### src/rtl/memBusPkg.sv
`timescale 1ns/1ps
package memBusPkg;

  // Strobes the control FSM hands to the datapath each cycle.
  typedef struct packed {
    logic load;      // latch request fields
    logic csSram;
    logic csFlash;
    logic oe;
    logic we;
    logic drive;     // enable write data onto the bus
    logic capture;   // sample read data
  } strobeT;

  // Round a time up to whole clock cycles, never below one.
  function automatic int nsToCycles(input int ns, input int clkNs);
    int c;
    c = (ns + clkNs - 1) / clkNs;
    return (c < 1) ? 1 : c;
  endfunction

  function automatic int maxOf(input int a, input int b);
    return (a > b) ? a : b;
  endfunction

endpackage

### src/rtl/memBusFsm.sv
`timescale 1ns/1ps
module memBusFsm
  import memBusPkg::*;
#(
  parameter int CLK_NS        = 5,
  parameter int SRAM_SETUP_NS = 3,
  parameter int SRAM_RD_NS    = 25,
  parameter int SRAM_WP_NS    = 20,
  parameter int SRAM_REC_NS   = 0,
  parameter int FL_SETUP_NS   = 0,
  parameter int FL_RD_NS      = 90,
  parameter int FL_WP_NS      = 45,
  parameter int FL_REC_NS     = 20
) (
  input  logic   clk,
  input  logic   rstN,
  input  logic   reqValid,
  input  logic   reqWrite,
  input  logic   reqBank,
  output logic   busy,
  output logic   done,
  output strobeT stb
);

  localparam int S_SET = nsToCycles(SRAM_SETUP_NS, CLK_NS);
  localparam int S_RD  = nsToCycles(SRAM_RD_NS, CLK_NS);
  localparam int S_WP  = nsToCycles(SRAM_WP_NS, CLK_NS);
  localparam int S_REC = nsToCycles(SRAM_REC_NS, CLK_NS);
  localparam int F_SET = nsToCycles(FL_SETUP_NS, CLK_NS);
  localparam int F_RD  = nsToCycles(FL_RD_NS, CLK_NS);
  localparam int F_WP  = nsToCycles(FL_WP_NS, CLK_NS);
  localparam int F_REC = nsToCycles(FL_REC_NS, CLK_NS);
  localparam int MAXC  = maxOf(maxOf(maxOf(S_SET, S_RD), maxOf(S_WP, S_REC)),
                               maxOf(maxOf(F_SET, F_RD), maxOf(F_WP, F_REC)));
  localparam int CW    = $clog2(MAXC + 1);

  typedef enum logic [2:0] {
    ST_IDLE, ST_SETUP, ST_ACTIVE, ST_HOLD, ST_RECOVER, ST_FINISH
  } stateT;

  stateT         state;
  logic [CW-1:0] cnt;
  logic          isWrite;
  logic          isFlash;
  logic          accept;
  logic          inCycle;
  logic [CW-1:0] setupLoad, actLoad, recLoad;

  assign accept = reqValid && (state == ST_IDLE);

  always_comb begin
    setupLoad = reqBank ? CW'(F_SET - 1) : CW'(S_SET - 1);
    if (isFlash) begin
      actLoad = isWrite ? CW'(F_WP - 1) : CW'(F_RD - 1);
      recLoad = CW'(F_REC - 1);
    end else begin
      actLoad = isWrite ? CW'(S_WP - 1) : CW'(S_RD - 1);
      recLoad = CW'(S_REC - 1);
    end
  end

  always_ff @(posedge clk) begin
    if (!rstN) begin
      state   <= ST_IDLE;
      cnt     <= '0;
      isWrite <= 1'b0;
      isFlash <= 1'b0;
    end else begin
      case (state)
        ST_IDLE: if (accept) begin
          isWrite <= reqWrite;
          isFlash <= reqBank;
          cnt     <= setupLoad;
          state   <= ST_SETUP;
        end
        ST_SETUP: if (cnt == '0) begin
          cnt   <= actLoad;
          state <= ST_ACTIVE;
        end else cnt <= cnt - CW'(1);
        ST_ACTIVE: if (cnt == '0) state <= ST_HOLD;
                   else cnt <= cnt - CW'(1);
        ST_HOLD: begin
          cnt   <= recLoad;
          state <= ST_RECOVER;
        end
        ST_RECOVER: if (cnt == '0) state <= ST_FINISH;
                    else cnt <= cnt - CW'(1);
        ST_FINISH: state <= ST_IDLE;
        default:   state <= ST_IDLE;
      endcase
    end
  end

  assign inCycle = (state == ST_SETUP) || (state == ST_ACTIVE) || (state == ST_HOLD);

  always_comb begin
    stb.load    = accept;
    stb.csSram  = inCycle && !isFlash;
    stb.csFlash = inCycle && isFlash;
    stb.oe      = (state == ST_ACTIVE) && !isWrite;
    stb.we      = (state == ST_ACTIVE) && isWrite;
    stb.drive   = inCycle && isWrite;
    stb.capture = (state == ST_ACTIVE) && !isWrite && (cnt == '0);
  end

  assign busy = (state != ST_IDLE);
  assign done = (state == ST_FINISH);

  AST_DONE_PULSE: assert property (@(posedge clk) disable iff (!rstN)
    done |=> !done);
  AST_BUSY_HOLD: assert property (@(posedge clk) disable iff (!rstN)
    (busy && !done) |=> busy);
  AST_CAPTURE_READ: assert property (@(posedge clk) disable iff (!rstN)
    stb.capture |-> (stb.oe && !stb.drive));

endmodule

### src/rtl/memBusDatapath.sv
`timescale 1ns/1ps
module memBusDatapath
  import memBusPkg::*;
#(
  parameter int AW = 19,
  parameter int DW = 32,
  localparam int LANES = DW / 8
) (
  input  logic             clk,
  input  logic             rstN,
  input  strobeT           stb,
  input  logic [AW-1:0]    reqAddr,
  input  logic [DW-1:0]    reqWData,
  input  logic [LANES-1:0] reqMask,
  input  logic [DW-1:0]    memDataIn,
  output logic [AW-1:0]    memAddr,
  output logic [DW-1:0]    memDataOut,
  output logic             memDataOe,
  output logic             memOeN,
  output logic             sramCsN,
  output logic             flashCsN,
  output logic [LANES-1:0] sramWeN,
  output logic [LANES-1:0] flashWeN,
  output logic [DW-1:0]    rdData
);

  logic [AW-1:0]    addrReg;
  logic [DW-1:0]    dataReg;
  logic [LANES-1:0] maskReg;
  logic [DW-1:0]    rdReg;
  logic             csAny;

  always_ff @(posedge clk) begin
    if (!rstN) begin
      addrReg <= '0;
      dataReg <= '0;
      maskReg <= '0;
      rdReg   <= '0;
    end else begin
      if (stb.load) begin
        addrReg <= reqAddr;
        dataReg <= reqWData;
        maskReg <= reqMask;
      end
      if (stb.capture) rdReg <= memDataIn;
    end
  end

  assign memAddr    = addrReg;
  assign memDataOut = dataReg;
  assign memDataOe  = stb.drive;
  assign memOeN     = !stb.oe;
  assign sramCsN    = !stb.csSram;
  assign flashCsN   = !stb.csFlash;
  assign rdData     = rdReg;
  assign csAny      = stb.csSram || stb.csFlash;

  for (genvar l = 0; l < LANES; l++) begin : gLane
    assign sramWeN[l]  = !(stb.we && stb.csSram  && maskReg[l]);
    assign flashWeN[l] = !(stb.we && stb.csFlash && maskReg[l]);
  end

  AST_CS_EXCLUSIVE: assert property (@(posedge clk) disable iff (!rstN)
    (sramCsN || flashCsN));
  AST_NO_DRIVE_ON_READ: assert property (@(posedge clk) disable iff (!rstN)
    !(memDataOe && !memOeN));
  AST_TURNAROUND: assert property (@(posedge clk) disable iff (!rstN)
    $rose(memDataOe) |-> $past(memOeN));
  AST_WE_HAS_DATA: assert property (@(posedge clk) disable iff (!rstN)
    ((~sramWeN | ~flashWeN) != '0) |-> memDataOe);
  AST_ADDR_STABLE: assert property (@(posedge clk) disable iff (!rstN)
    (csAny && $past(csAny)) |-> $stable(memAddr));

endmodule

### src/rtl/memBusCtrl.sv
`timescale 1ns/1ps
module memBusCtrl
  import memBusPkg::*;
#(
  parameter int CLK_NS        = 5,
  parameter int SRAM_SETUP_NS = 3,
  parameter int SRAM_RD_NS    = 25,
  parameter int SRAM_WP_NS    = 20,
  parameter int SRAM_REC_NS   = 0,
  parameter int FL_SETUP_NS   = 0,
  parameter int FL_RD_NS      = 90,
  parameter int FL_WP_NS      = 45,
  parameter int FL_REC_NS     = 20
) (
  input  logic        clk,
  input  logic        rstN,
  input  logic        reqValid,
  input  logic        reqWrite,
  input  logic        reqBank,
  input  logic [18:0] reqAddr,
  input  logic [31:0] reqWData,
  input  logic [3:0]  reqMask,
  output logic        busy,
  output logic        done,
  output logic [31:0] rdData,
  output logic [18:0] memAddr,
  output logic [31:0] memDataOut,
  output logic        memDataOe,
  input  logic [31:0] memDataIn,
  output logic        memOeN,
  output logic        sramCsN,
  output logic        flashCsN,
  output logic [3:0]  sramWeN,
  output logic [3:0]  flashWeN
);

  strobeT stb;

  memBusFsm #(
    .CLK_NS(CLK_NS), .SRAM_SETUP_NS(SRAM_SETUP_NS), .SRAM_RD_NS(SRAM_RD_NS),
    .SRAM_WP_NS(SRAM_WP_NS), .SRAM_REC_NS(SRAM_REC_NS), .FL_SETUP_NS(FL_SETUP_NS),
    .FL_RD_NS(FL_RD_NS), .FL_WP_NS(FL_WP_NS), .FL_REC_NS(FL_REC_NS)
  ) u_fsm (
    .clk(clk), .rstN(rstN), .reqValid(reqValid), .reqWrite(reqWrite),
    .reqBank(reqBank), .busy(busy), .done(done), .stb(stb)
  );

  memBusDatapath #(.AW(19), .DW(32)) u_dp (
    .clk(clk), .rstN(rstN), .stb(stb), .reqAddr(reqAddr), .reqWData(reqWData),
    .reqMask(reqMask), .memDataIn(memDataIn), .memAddr(memAddr),
    .memDataOut(memDataOut), .memDataOe(memDataOe), .memOeN(memOeN),
    .sramCsN(sramCsN), .flashCsN(flashCsN), .sramWeN(sramWeN),
    .flashWeN(flashWeN), .rdData(rdData)
  );

endmodule

### config.mk
export PLATFORM = sky130hd
export DESIGN_NAME = memBusCtrl
export DESIGN_NICKNAME = d
export VERILOG_FILES = /design/src/rtl/memBusPkg.sv /design/src/rtl/memBusFsm.sv /design/src/rtl/memBusDatapath.sv /design/src/rtl/memBusCtrl.sv
export SDC_FILE = /design/constraint.sdc
export NUM_CORES = 1
export LEC_CHECK = 0
export BUFFER_PORTS_ARGS = -buffer_cell sky130_fd_sc_hd__buf_4
export CAP_MARGIN = 0
export CORE_MARGIN = 2
export CORE_UTILIZATION = 41
export DETAILED_ROUTE_END_ITERATION = 7
export GPL_TIMING_DRIVEN = 0
export HOLD_SLACK_MARGIN = 0.12
export PLACE_DENSITY = 0.74
export SLEW_MARGIN = 20
export SYNTH_ARGS = -nofsm -noshare
export SYNTH_HDL_FRONTEND = slang
export SYNTH_SLANG_ARGS = --single-unit
### constraint.sdc
create_clock -name clk -period 1.7 [get_ports clk]
set_input_delay 0.51 -clock clk [delete_from_list [all_inputs] [get_ports clk]]
set_output_delay 0.51 -clock clk [all_outputs]
set_load 0.02 [all_outputs]
* After elaboration in Yosys (flattened, before gate mapping)
Cells that the tools add are included.
** Cells by class
- Add/subtract/negate cells :: 1
- Equal/unequal tests :: 10
- Mux-type cells :: 13
- Reductions and logical operators :: 40
** Operators by type and width (number)
- $mux 5 :: 5
- $pmux 5 s4 :: 1
- $logic_and 1x1->1 :: 17
- $mux 3 :: 5
- $pmux 3 s5 :: 1
- $logic_not 1->1 :: 13
- $ne 2x1->1 const B :: 4
- $eq 3x2->1 const B :: 2
- $eq 3x3->1 const B :: 2
- $logic_not 5->1 :: 1
- $sub 5x1->5 const B :: 1
- $reduce_and 4->1 :: 1
- $reduce_bool 4->1 :: 1
- $eq 3x1->1 const B :: 1
- $logic_not 3->1 :: 1
- $reduce_and 3->1 :: 1
- $reduce_bool 3->1 :: 1
- $logic_or 1x1->1 :: 2
- $mux 2 :: 1
- $ne 2x2->1 const B :: 1
- $reduce_and 2->1 :: 1
- $reduce_or 2->1 :: 1
** Storage, ports and cells
- Register bits :: 97
- Output and inout port bits :: 97
- Logic and storage cells :: 72

* Depth between registers and ports, before layout
Gate-level depths: netlist of run 1.
- Depth in word-level cells :: 7
- Depth in mapped cells :: 8
- Mapped depth without buffers :: 6

* Cells and area by module
From an unflattened synthesis of run 1, not the netlist that was laid out.
** Second synthesis, totals
- Cells, all modules :: 395
- Area total of the unflattened synthesis :: 4186.5 µm²
** Modules (own cells, without submodules)
- memBusDatapath :: times used 1, cells an instance 293, area each 3410.8 µm², sequential area each 1741.7 µm²
- memBusFsm :: times used 1, cells an instance 102, area each 775.7 µm², sequential area each 200.2 µm²

* Worst setup path after synthesis of run 1
No wires, ideal clock.
- Kind :: register to register
- Start point :: register u_fsm.cnt[0]
- End point :: register u_fsm.cnt[0]
- Library setup time :: 117 ps
- Arrival time :: 1712 ps
- Setup slack :: -129 ps
- Stages on the path, launching flop included :: 8
- Period minus slack after synthesis :: 1829 ps
- Path through :: dfxtp_1 inv_1 ha_1 or4b_4 buf_6 a211oi_4 o211ai_1 a22o_1
** Between the ends
- Word-level cells in the longest chain between the ends :: 3
- Elaborated cells between the ends (all ways) :: 7
** Ends and longest elaborated chain
- start, declared :: line memBusFsm.sv:42 : logic [CW-1:0] cnt;
- start signal, assigned :: line memBusFsm.sv:73 : cnt <= setupLoad;
- start signal, assigned :: line memBusFsm.sv:77 : cnt <= actLoad;
- start signal, assigned :: line memBusFsm.sv:79 : end else cnt <= cnt - CW'(1);
- $sub 5x1->5 or $logic_not 5->1 (tied branches)
- $mux 5 (tied with other cells) :: line memBusFsm.sv:80, memBusFsm.sv:86
- $pmux 5 s4 or $reduce_and 3->1 (tied branches)
Several ways; a longest one is shown, not always the timed one. The select of a mux whose other input is x is not followed.
A chain may end at the register's enable or synchronous reset.

* Final worst setup path of run 1
- Start point :: register u_fsm.state[2]
- End point :: output port flashWeN[1]
** Between the ends
- Word-level cells in the longest chain between the ends :: 7
- Elaborated cells between the ends (all ways) :: 10
** Ends and longest elaborated chain
- start, declared :: line memBusFsm.sv:41 : stateT state;
- start signal, assigned :: line memBusFsm.sv:64 : state <= ST_IDLE;
- start signal, assigned :: line memBusFsm.sv:74 : state <= ST_SETUP;
- start signal, assigned :: line memBusFsm.sv:78 : state <= ST_ACTIVE;
- $eq 3x1->1 or $eq 3x2->1 (tied branches) :: line memBusFsm.sv:94, memBusFsm.sv:101
- $logic_or 1x1->1 (2 in series) :: line memBusFsm.sv:94 : assign inCycle = (state == ST_SETUP) || (state == ST_ACTIVE) || (state == ST_HOLD);
- $logic_and 1x1->1 :: line memBusFsm.sv:99 : stb.csFlash = inCycle && isFlash;
- $logic_and 1x1->1 * (2 in series) :: line memBusDatapath.sv:60 : assign flashWeN[l] = !(stb.we && stb.csFlash && maskReg[l]);
- $logic_not 1->1 * :: line memBusDatapath.sv:60
- end, declared :: line memBusCtrl.sv:34 : output logic [3:0] flashWeN
Mark *: on every way between the ends. The rest lies on a longest branch, timed or not.

==> results of run 1 <==
-- state kept, by name, indices dropped and copies added, names as in the netlist --
name and count:
u_fsm.cnt 5, u_fsm.isWrite 1, u_fsm.state 3, u_fsm.isFlash 1
u_dp.rdData 32, u_dp.maskReg 4, u_dp.memAddr 19, u_dp.memDataOut 32
-- worst max-delay path: cells and delay by family (launching register included) --
| family | cells | cell delay [ns] |
|---|---|---|
| buffers and inverters | 1 | 0.15 |
| DFF | 1 | 0.38 |
| and+or+nand+nor | 4 | 0.69 |
-- placed cells by master (no fill, tap or decap), types with 2 or more instances in the layout --
cell,n
inv_4,2
ha_1,4
nand2_2,15
nor3b_2,2
buf_6,18
buf_8,7
nor2_4,2
o211ai_1,2
and3_1,2
clkbuf_8,9
clkbuf_1,12
buf_4,196
ha_4,2
nor3_1,3
a21oi_1,63
o21ai_1,2
nand2b_1,4
a22o_1,5
clkinv_4,2
and2_1,2
or3_1,3
dfxtp_2,4
dfxtp_4,3
nor2b_1,3
clkbuf_2,2
nand2_1,144
nand2_4,34
nand3_1,3
inv_1,4
dfxtp_1,90
a21oi_2,29
clkbuf_16,5
a211o_1,2
clkbuf_4,4
nor2_1,6
mux2i_1,2
-- power groups by stage --
stage / clock (W) / sequential (W) / combinational (W)
6_report: 0.00148 / 0.00303 / 0.00461
3_5_place_dp: 0 / 0.00299 / 0.00331
2_1_floorplan: 0 / 0.00338 / 0.00168
4_1_cts: 0.00149 / 0.00295 / 0.00362
3_3_place_gp: 0 / 0.00297 / 0.00325
5_1_grt: 0.00158 / 0.00308 / 0.00491
-- metrics by stage --
stage	utilization	instances	hold WS, ns	setup slack (ns)	cell area (µm²)
after floorplan	-	494	0.450	-0.0376	3900
after global placement	0.593	793	0.442	-0.412	5450
after detailed placement	0.593	793	0.447	-0.419	5450
after CTS	0.636	820	0.361	-0.309	5850
after global routing	0.715	832	0.360	-0.428	6570
final	0.715	832	0.367	-0.390	6570
-- logic make-up after synthesis --
group                      Yosys count  synth area share
buffers and inverters               41            0.0487
xor gates and xnor gates             1           0.00226
muxes                                3           0.00806
AOI/OAI and AO/OA                  111             0.161
adders and majority gates            6            0.0193
and+or+nand+nor                    235             0.260
DFF                                 97             0.500
-- metal layers --
layer / track usage / wire length (µm) / vias up
met4: 0.0884 / 382 / 0
met2: 0.392 / 6920 / 171
met1: 0.254 / 5090 / 1993
li1: - / - / 2066
met5: 0 / 0 / -
met3: 0.0663 / 945 / 33
-- repair_timing --
item | CTS | global route
cloned | 0 | 6
gates resized for setup | 43 | 160
pin swaps | 11 | 76
buffers inserted | 12 | 7
setup endpoints to repair | 99 | 100
-- cell type report --
| class | count | area share |
|---|---|---|
| multi-input combinational | 356 | 0.341 |
| sequential | 97 | 0.298 |
| timing repair buffer | 212 | 0.266 |
| buffer | 34 | 0.0406 |
| tap | 111 | 0.0211 |
| clock buffer | 9 | 0.0188 |
| clock inverter | 7 | 0.0101 |
| inverter | 6 | 0.00419 |
-- worst max path at each step --
stage	depth (start not counted)	endpoint	start	slack, ns
after floorplan	7	u_fsm.cnt[1]	u_fsm.cnt[1]	-0.04
after global placement	5	flashWeN[0]	u_fsm.state[2]	-0.41
after detailed placement	5	flashWeN[0]	u_fsm.state[2]	-0.42
after CTS	5	flashWeN[0]	u_fsm.state[0]	-0.31
after global routing	5	flashWeN[1]	u_fsm.state[1]	-0.43
final	5	flashWeN[1]	u_fsm.state[2]	-0.39
==> results.ini, run 1 <==
[critical_path]
worstPathArrival_ns=1.58
slowest_stage=dfxtp_4
cp-end-kind=output port
cp_slowest_stage_delay_ns=0.38
critPathLaunchType=flip-flop
r2r_cells=9
critical_path_class=reg -> out
r2r-start=u_fsm.cnt[1]
cp_max_fo=4
r2r_end=u_dp.rdData[21]
critPathRequiredTime_ns=1.19
crit_chain=nor3b_4, nand2_2, nor2_4, nand2_1, buf_6
reg2reg_setup_slack_ns=-0.13

[synth]
synth_area_leader_cell=dfxtp_1
yosysWarnings=0
synthCells=494
synthTopCellsByArea=dfxtp_1 50%, nand2_1 19%, a21oi_1 12%, ha_1 1.9%, clkbuf_1 1.8%
ys_ff_latch=97
syn_avg_cell_area_um2=7.86
synthFlopType=dfxtp_1
synth_edf_count=0
yosysMostFrequentCell=nand2_1
yosys.cell_types.count=39
yosysSeqAreaShare=0.500
yosys.area.top_type_share=0.500
synth_nets=592
synth_area_um2=3880
async_reset_ff_frac=0
yosys-top-cells-count=193 x nand2_1, 97 x dfxtp_1, 92 x a21oi_1

[routing]
drcViolationCount=0
num_vias=4263
ant_nets=0
wire_per_inst_um=16.0
drt-initial-drc-count=135
wl_um=13300
drt_pre_antenna_iters=4
detail_route.vias_per_cell=5.12

[clock_network]
ctsRootBufferMaster=clkbuf_8
cts_hold_buf=0
clockBufferDepth=2
numCtsBuffers=9
clock_sinks=97
clk_latency_ns=0.38
clkTransAtPathRegs_ns=0.12
cts_tree=built
htree_levels=3

[power_and_ir_drop]
switching_share=0.405
power.leakage_nw=2.89
p_seq_frac=0.333
pwr-share-clk=0.162
powerDensity_nw_per_um2=1390
p_int_w=0.00542
p_sw_w=0.00370
p_comb_frac=0.505
ir_drop_mv=0.669
power_w=0.00912

[status]
violations=setup timing
status=finished with violations

[timing]
clock_skew_ns=0.0177
period_minus_slack_ns=2.09
fmax_mhz=478
finalHoldViolCount=0
fin_ws_ns=-0.390
finalSetupTns_ns=-7.05
finalSetupViolations=52
period_share=1.23
worst_pin_slew_ns=0.691
slew_headroom=0.539
rsz0062_at_grt=true
slew_violations=0

[placement]
hpwl_um=8740
numPortBuffers=188
gpl.final_weighted_congestion=0.799

[floorplan]
fp.dieArea_um2=10300
initial_core_util=0.422
die_height_um=101
io_pins=189
rows=35
die_w_um=101
core_um2=9200

[global_routing]
grt_pass1_vias=3851
grt_pass1_wl_um=18200
grt_max_degree=19
gr-total-overflow=0
antenna_found_initial=0
grt_usage=0.223

[cells_and_area]
fill_cells=709
final_nets=814
multi_input_area_um2=2240
flow.area_growth_from_synthesis_pct=69.3
register_area_um2=1960
diodes=0
drive_above_1_share=0.495

[hold_path]
hold_class=in -> reg
whs_path_depth=3
hp-start=memDataIn[27]
holdPathEnd=u_dp.rdData[27]

[job]
maxCapViolations=0

Note: power is estimated with default switching activity, not from simulation.
==> run 2, diff against run 1 <==
--- a/config.mk
+++ b/config.mk
@@ -9,10 +9,12 @@
 export CAP_MARGIN = 0
 export CORE_MARGIN = 2
 export CORE_UTILIZATION = 41
+export CTS_CLUSTER_DIAMETER = 100
 export DETAILED_ROUTE_END_ITERATION = 7
 export GPL_TIMING_DRIVEN = 0
 export HOLD_SLACK_MARGIN = 0.12
 export PLACE_DENSITY = 0.74
+export SETUP_SLACK_MARGIN = 0.02
 export SLEW_MARGIN = 20
 export SYNTH_ARGS = -nofsm -noshare
 export SYNTH_HDL_FRONTEND = slang
==> run 2 against run 1 <==
  * The run still ends with setup timing left
  * Sequential share of layout area fell by 0.76 points
  * Register-to-register slack better by 0.04 ns
  * Maximum frequency up 6.1%
  * Non-clock buffer count rose by 13
  * Worst setup slack better by 0.12 ns
  * Clock power shrank 4%
  * Global-route usage shrank 0.17 points
  * Via count is 0.63% higher
  * Hold slack gained 0.0097 ns
  * Critical endpoint unchanged
  * Highest routed layer unchanged
==> results.ini, run 2 (synthesis gave the netlist of run 1 again) <==
[critical_path]
r2r-start=u_fsm.cnt[0]  ; was u_fsm.cnt[1]
endpoint=flashWeN[1]  ; unchanged
r2r_cells=6  ; was 9
cp-end-kind=output port  ; unchanged
cp_slowest_stage_delay_ns=0.37  ; was 0.38 ns
crit_buf_inv=1  ; unchanged
cp_max_fo=4  ; unchanged
cp.depth=5  ; unchanged
critical_path_class=reg -> out  ; unchanged
worstPathArrival_ns=1.46  ; was 1.58 ns
slowest_stage=dfxtp_4  ; unchanged
r2r_end=u_fsm.cnt[0]  ; was u_dp.rdData[21]
startpoint=u_fsm.state[0]  ; was u_fsm.state[2]
critPathTopFamily=simple AND/OR/NAND/NOR gates  ; unchanged
reg2reg_setup_slack_ns=-0.09  ; was -0.13 ns
critPathRequiredTime_ns=1.19  ; about the same
crit_chain=nor3b_4, nand2_2, nor2_4, nand2_1, buf_6  ; unchanged
critPathLaunchType=flip-flop  ; unchanged

[cells_and_area]
drive_above_1_share=0.531  ; was 0.495
final_nets=827  ; was 814
diodes=0  ; unchanged
flow.area_growth_from_synthesis_pct=73.8  ; was 69.3%
fin_cells=845  ; was 832
fill_cells=683  ; was 709
final_common_cell=buf_4  ; unchanged
final_cell_mix=202 x buf_4, 132 x nand2_1, 90 x dfxtp_1  ; was 196 x buf_4, 144 x nand2_1, 90 x dfxtp_1

[timing]
fin_ws_ns=-0.271  ; was -0.390 ns
clock_skew_ns=0.0142  ; was 0.0177 ns
slew_headroom=0.508  ; was 0.539
worst_pin_slew_ns=0.739  ; was 0.691 ns
rsz0062_at_grt=true  ; unchanged
finalSetupTns_ns=-3.91  ; was -7.05 ns
period_share=1.16  ; was 1.23
finalSetupViolations=46  ; was 52
slew_violations=0  ; unchanged
finalHoldViolCount=0  ; unchanged
period_minus_slack_ns=1.97  ; was 2.09 ns
fmax_mhz=507  ; was 478 MHz
timing.hold.ws_ns=0.377  ; was 0.367 ns

[floorplan]
initial_core_util=0.422  ; unchanged
io_pins=189  ; unchanged
rows=35  ; unchanged
fp.dieArea_um2=10300  ; unchanged
die_w_um=101  ; unchanged
core_um2=9200  ; unchanged
die_height_um=101  ; unchanged

[placement]
hpwl_um=8460  ; was 8740 µm
dp_slack_ns=-0.199  ; was -0.419 ns
dp.cells=793  ; unchanged
gpl.final_weighted_congestion=0.853  ; was 0.799
numPortBuffers=188  ; unchanged

[routing]
ant_nets=0  ; unchanged
drt_pre_antenna_iters=4  ; unchanged
num_vias=4290  ; was 4263
drcViolationCount=0  ; unchanged
wire_per_inst_um=15.8  ; was 16.0 µm
wl_um=13400  ; was 13300 µm
drt-initial-drc-count=122  ; was 135
detail_route.vias_per_cell=5.08  ; was 5.12

[status]
status=finished with violations  ; unchanged
violations=setup timing  ; unchanged

[clock_network]
clkTransAtPathRegs_ns=0.10  ; was 0.12 ns
clk_latency_ns=0.37  ; was 0.38 ns
ctsRootBufferMaster=clkbuf_8  ; unchanged
numCtsBuffers=9  ; unchanged
clock_sinks=97  ; unchanged
cts_hold_buf=0  ; unchanged
htree_levels=3  ; unchanged
clockBufferDepth=2  ; unchanged
cts_tree=built  ; unchanged

[power_and_ir_drop]
power.leakage_nw=2.99  ; was 2.89 nW
ir_drop_mv=0.615  ; was 0.669 mV
powerDensity_nw_per_um2=1370  ; was 1390 nW/µm²

[global_routing]
antenna_found_initial=0  ; unchanged
grt_usage=0.222  ; was 0.223
grt_pass1_vias=4041  ; was 3851
grt_max_degree=18  ; was 19
grt_pass1_wl_um=18200  ; about the same
gr-total-overflow=0  ; unchanged

[job]
maxCapViolations=0  ; unchanged

[hold_path]
hold_class=in -> reg  ; unchanged

run 2: cell types whose count changed in the layout (fill, tap and decap cells not counted), sizes merged:
cell | before | now
buf | 223 | 234
clkbuf | 32 | 35
clkinv | 4 | 3
clkinvlp | 1 | 2
inv | 8 | 7
run 2: through the flow:
stage | utilization | total power (W) | cell area [µm²]
after floorplan | - | 0.00507 | 3910
after global placement | 0.593 | 0.00620 | 5460
after detailed placement | 0.593 | 0.00629 | 5460
after CTS | 0.656 | 0.00813 | 6030
after global routing | 0.733 | 0.00969 | 6740
final | 0.733 | 0.00922 | 6740
run 2: routing by layer:
| metal | wire length (µm) | track usage | part of all wire | up-vias |
|---|---|---|---|---|
| met5 | 0 | 0 | 0 | - |
| met4 | 431 | 0.0904 | 0.032 | 0 |
| met3 | 864 | 0.0704 | 0.065 | 39 |
| met2 | 7100 | 0.391 | 0.53 | 159 |
| met1 | 4970 | 0.246 | 0.37 | 1994 |
| li1 | - | - | - | 2098 |
run 2: cell type report:
type                       instances  area (µm²)  area share
buffer                            34         260      0.0386
clock buffer                      10         128      0.0189
clock inverter                     6        50.0     0.00742
inverter                           6        28.8     0.00427
multi-input combinational        356        2330       0.346
sequential                        97        1960       0.290
tap                              111         139      0.0206
timing repair buffer             225        1850       0.274
run 2: how the worst min path moves through the flow:
stage                                   start             endpoint  slack [ns]  cells after the start
after global routing             memDataIn[8]       u_dp.rdData[8]        0.37                      3
final                              reqAddr[5]      u_dp.memAddr[5]        0.38                      3
after CTS                       memDataIn[14]      u_dp.rdData[14]        0.37                      3
after global placement    u_dp.memDataOut[12]  u_dp.memDataOut[12]        0.44                      2
after floorplan               u_dp.maskReg[0]      u_dp.maskReg[0]        0.45                      2
after detailed placement   u_dp.memDataOut[5]   u_dp.memDataOut[5]        0.45                      2
run 2: worst min-delay path, stage by stage:
cell and delay, ns:
buf_4 0.10, nand2_1 0.04, a21oi_1 0.05
run 2: report_power, final:
part	switching (W)	internal (W)	leakage, nW	total, W
clock network	0.000867	0.000552	0.0888	0.00142
registers	0.000325	0.00270	0.796	0.00302
logic	0.00253	0.00224	2.11	0.00478
total	0.00372	0.00549	2.99	0.00922
run 2: repair_timing:
action,CTS,global route
endpoints found under the setup margin,99,79
cloned,0,6
pin swaps,16,75
setup buffers,26,5
resized for setup,64,158
==> run 3, diff against run 2 <==
--- a/config.mk
+++ b/config.mk
@@ -14,7 +14,7 @@
 export GPL_TIMING_DRIVEN = 0
 export HOLD_SLACK_MARGIN = 0.12
 export PLACE_DENSITY = 0.74
-export SETUP_SLACK_MARGIN = 0.02
+export SETUP_SLACK_MARGIN = 0.3
 export SLEW_MARGIN = 20
 export SYNTH_ARGS = -nofsm -noshare
 export SYNTH_HDL_FRONTEND = slang
==> run 3 against run 2 <==
  * The run still ends with setup timing left
  * First-iteration DRC count grew 18%
  * Maximum frequency shrank 5.4%
  * Worst setup slack lost 0.11 ns
  * Critical endpoint is now sramWeN[0]
  * Largest cell class unchanged
  * Highest routed layer unchanged
==> results.ini, run 3 (synthesis gave the netlist of run 1 again) <==
[clock_network]
clk_latency_ns=0.37  ; about the same
cts_hold_buf=0  ; unchanged
ctsRootBufferMaster=clkbuf_8  ; unchanged
cts_tree=built  ; unchanged
clockBufferDepth=2  ; unchanged
clkTransAtPathRegs_ns=0.12  ; was 0.10 ns
htree_levels=3  ; unchanged
clock_sinks=97  ; unchanged
numCtsBuffers=9  ; unchanged

[critical_path]
cp-end-kind=output port  ; unchanged
crit_top_cell=nand2_2
r2r_cells=12  ; was 6
critPathRequiredTime_ns=1.19  ; about the same
cp_max_fo=4  ; unchanged
critPathLaunchType=flip-flop  ; unchanged
worstPathArrival_ns=1.57  ; was 1.46 ns
cp_slowest_stage_delay_ns=0.37  ; about the same
critPathTopFamily=simple AND/OR/NAND/NOR gates  ; unchanged
critical_path_class=reg -> out  ; unchanged
slowest_stage=dfxtp_4  ; unchanged
crit_chain=nor3b_4, nand2_2, nor2_4, nand2_2, buf_6  ; was nor3b_4, nand2_2, nor2_4, nand2_1, buf_6
r2r-start=u_fsm.state[1]  ; was u_fsm.cnt[0]
reg2reg_setup_slack_ns=-0.19  ; was -0.09 ns
crit_buf_inv=1  ; unchanged
r2r_end=u_dp.memDataOut[5]  ; was u_fsm.cnt[0]

[floorplan]
fp.dieArea_um2=10300  ; unchanged
die_w_um=101  ; unchanged
initial_core_util=0.422  ; unchanged
die_height_um=101  ; unchanged
rows=35  ; unchanged
io_pins=189  ; unchanged
core_um2=9200  ; unchanged

[cells_and_area]
drive_above_1_share=0.739  ; was 0.531
diodes=0  ; unchanged
final_cell_mix=196 x buf_4, 96 x nand2_1, 83 x a21oi_2  ; was 202 x buf_4, 132 x nand2_1, 90 x dfxtp_1
flow.area_growth_from_synthesis_pct=96.5  ; was 73.8%
final_nets=848  ; was 827
final_common_cell=buf_4  ; unchanged
fin_cells=866  ; was 845

[timing]
period_minus_slack_ns=2.08  ; was 1.97 ns
finalSetupViolations=109  ; was 46
slew_headroom=0.493  ; was 0.508
rsz0062_at_grt=true  ; unchanged
finalSetupTns_ns=-15.65  ; was -3.91 ns
finalHoldViolCount=0  ; unchanged
clock_skew_ns=0.0204  ; was 0.0142 ns
worst_pin_slew_ns=0.761  ; was 0.739 ns
fmax_mhz=480  ; was 507 MHz
slew_violations=0  ; unchanged
fin_ws_ns=-0.382  ; was -0.271 ns
period_share=1.22  ; was 1.16

[hold_path]
hp-start=memDataIn[3]  ; was reqAddr[5]
holdPathEnd=u_dp.rdData[3]  ; was u_dp.memAddr[5]
whs_path_depth=3  ; unchanged
hold_class=in -> reg  ; unchanged

[routing]
drcViolationCount=0  ; unchanged
wire_per_inst_um=17.0  ; was 15.8 µm
wl_um=14700  ; was 13400 µm
num_vias=4466  ; was 4290
drt-initial-drc-count=144  ; was 122
drt_pre_antenna_iters=4  ; unchanged
ant_nets=0  ; unchanged
detail_route.vias_per_cell=5.16  ; was 5.08

[power_and_ir_drop]
power.leakage_nw=3.46  ; was 2.99 nW
power_w=0.0108  ; was 0.00922 W
ir_drop_mv=0.857  ; was 0.615 mV
powerDensity_nw_per_um2=1410  ; was 1370 nW/µm²

[status]
status=finished with violations  ; unchanged
violations=setup timing  ; unchanged

[placement]
numPortBuffers=188  ; unchanged
dp.cells=793  ; unchanged
gpl.final_weighted_congestion=0.818  ; was 0.853
hpwl_um=8590  ; was 8460 µm

[global_routing]
grt_pass1_wl_um=20000  ; was 18200 µm
antenna_found_initial=0  ; unchanged
grt_usage=0.245  ; was 0.222
grt_max_degree=19  ; was 18
gr-total-overflow=0  ; unchanged
grt_pass1_vias=4223  ; was 4041

[job]
maxCapViolations=0  ; unchanged

[run 3: worst max path at each step]
stage	start	endpoint	slack, ns	cells after the start
final	u_fsm.state[0]	sramWeN[0]	-0.38	5
after global routing	u_fsm.state[1]	sramWeN[0]	-0.46	5
after CTS	u_fsm.state[2]	flashWeN[0]	-0.36	5
after detailed placement	u_fsm.state[0]	flashWeN[0]	-0.21	5
after global placement	u_fsm.state[2]	flashWeN[0]	-0.17	5
after floorplan	u_fsm.cnt[1]	u_fsm.cnt[1]	-0.04	7
[run 3: final cells by class]
class / instances / area [µm²]
Clock buffer: 10 / 138
Fill cell: 535 / 1570
Clock inverter: 6 / 78.8
Multi-Input combinational cell: 356 / 2710
Tap cell: 111 / 139
Timing Repair Buffer: 245 / 2110
Buffer: 35 / 388
Sequential cell: 97 / 2030
Inverter: 6 / 31.3
[run 3: power by group]
group | switching [W] | internal [W]
sequential | 0.000284 | 0.00275
clock | 0.000915 | 0.000757
combinational | 0.00301 | 0.00304
total | 0.00421 | 0.00654
[run 3: timing repair]
| item | in CTS | in global routing |
|---|---|---|
| cloned | 8 | 0 |
| setup endpoints to repair | 111 | 164 |
| setup buffers | 31 | 18 |
| resized for setup | 170 | 245 |
| pin swaps | 32 | 64 |
[run 3: tightest hold or removal path, delay by kind of cell]
kind	cells	cell delay [ns]
AO/OA/AOI/OAI	1	0.04
buffers and inverters	1	0.11
AND/OR/NAND/NOR	1	0.05
[run 3: per-layer routing]
metal	vias to the layer above	share of wire	GRT usage
li1	2141	-	-
met1	2126	0.39	0.279
met2	165	0.52	0.444
met3	34	0.061	0.0594
met4	0	0.031	0.0884
met5	-	0	0
[run 3: per-stage QoR]
stage | area, µm² | setup WS [ns] | hold slack [ns] | util
floorplan | 4050 | -0.0376 | 0.462 | -
global placement | 5600 | -0.173 | 0.443 | 0.609
detailed placement | 5600 | -0.207 | 0.447 | 0.609
CTS | 6700 | -0.365 | 0.363 | 0.729
global route | 7630 | -0.464 | 0.355 | 0.829
finish | 7630 | -0.382 | 0.362 | 0.829
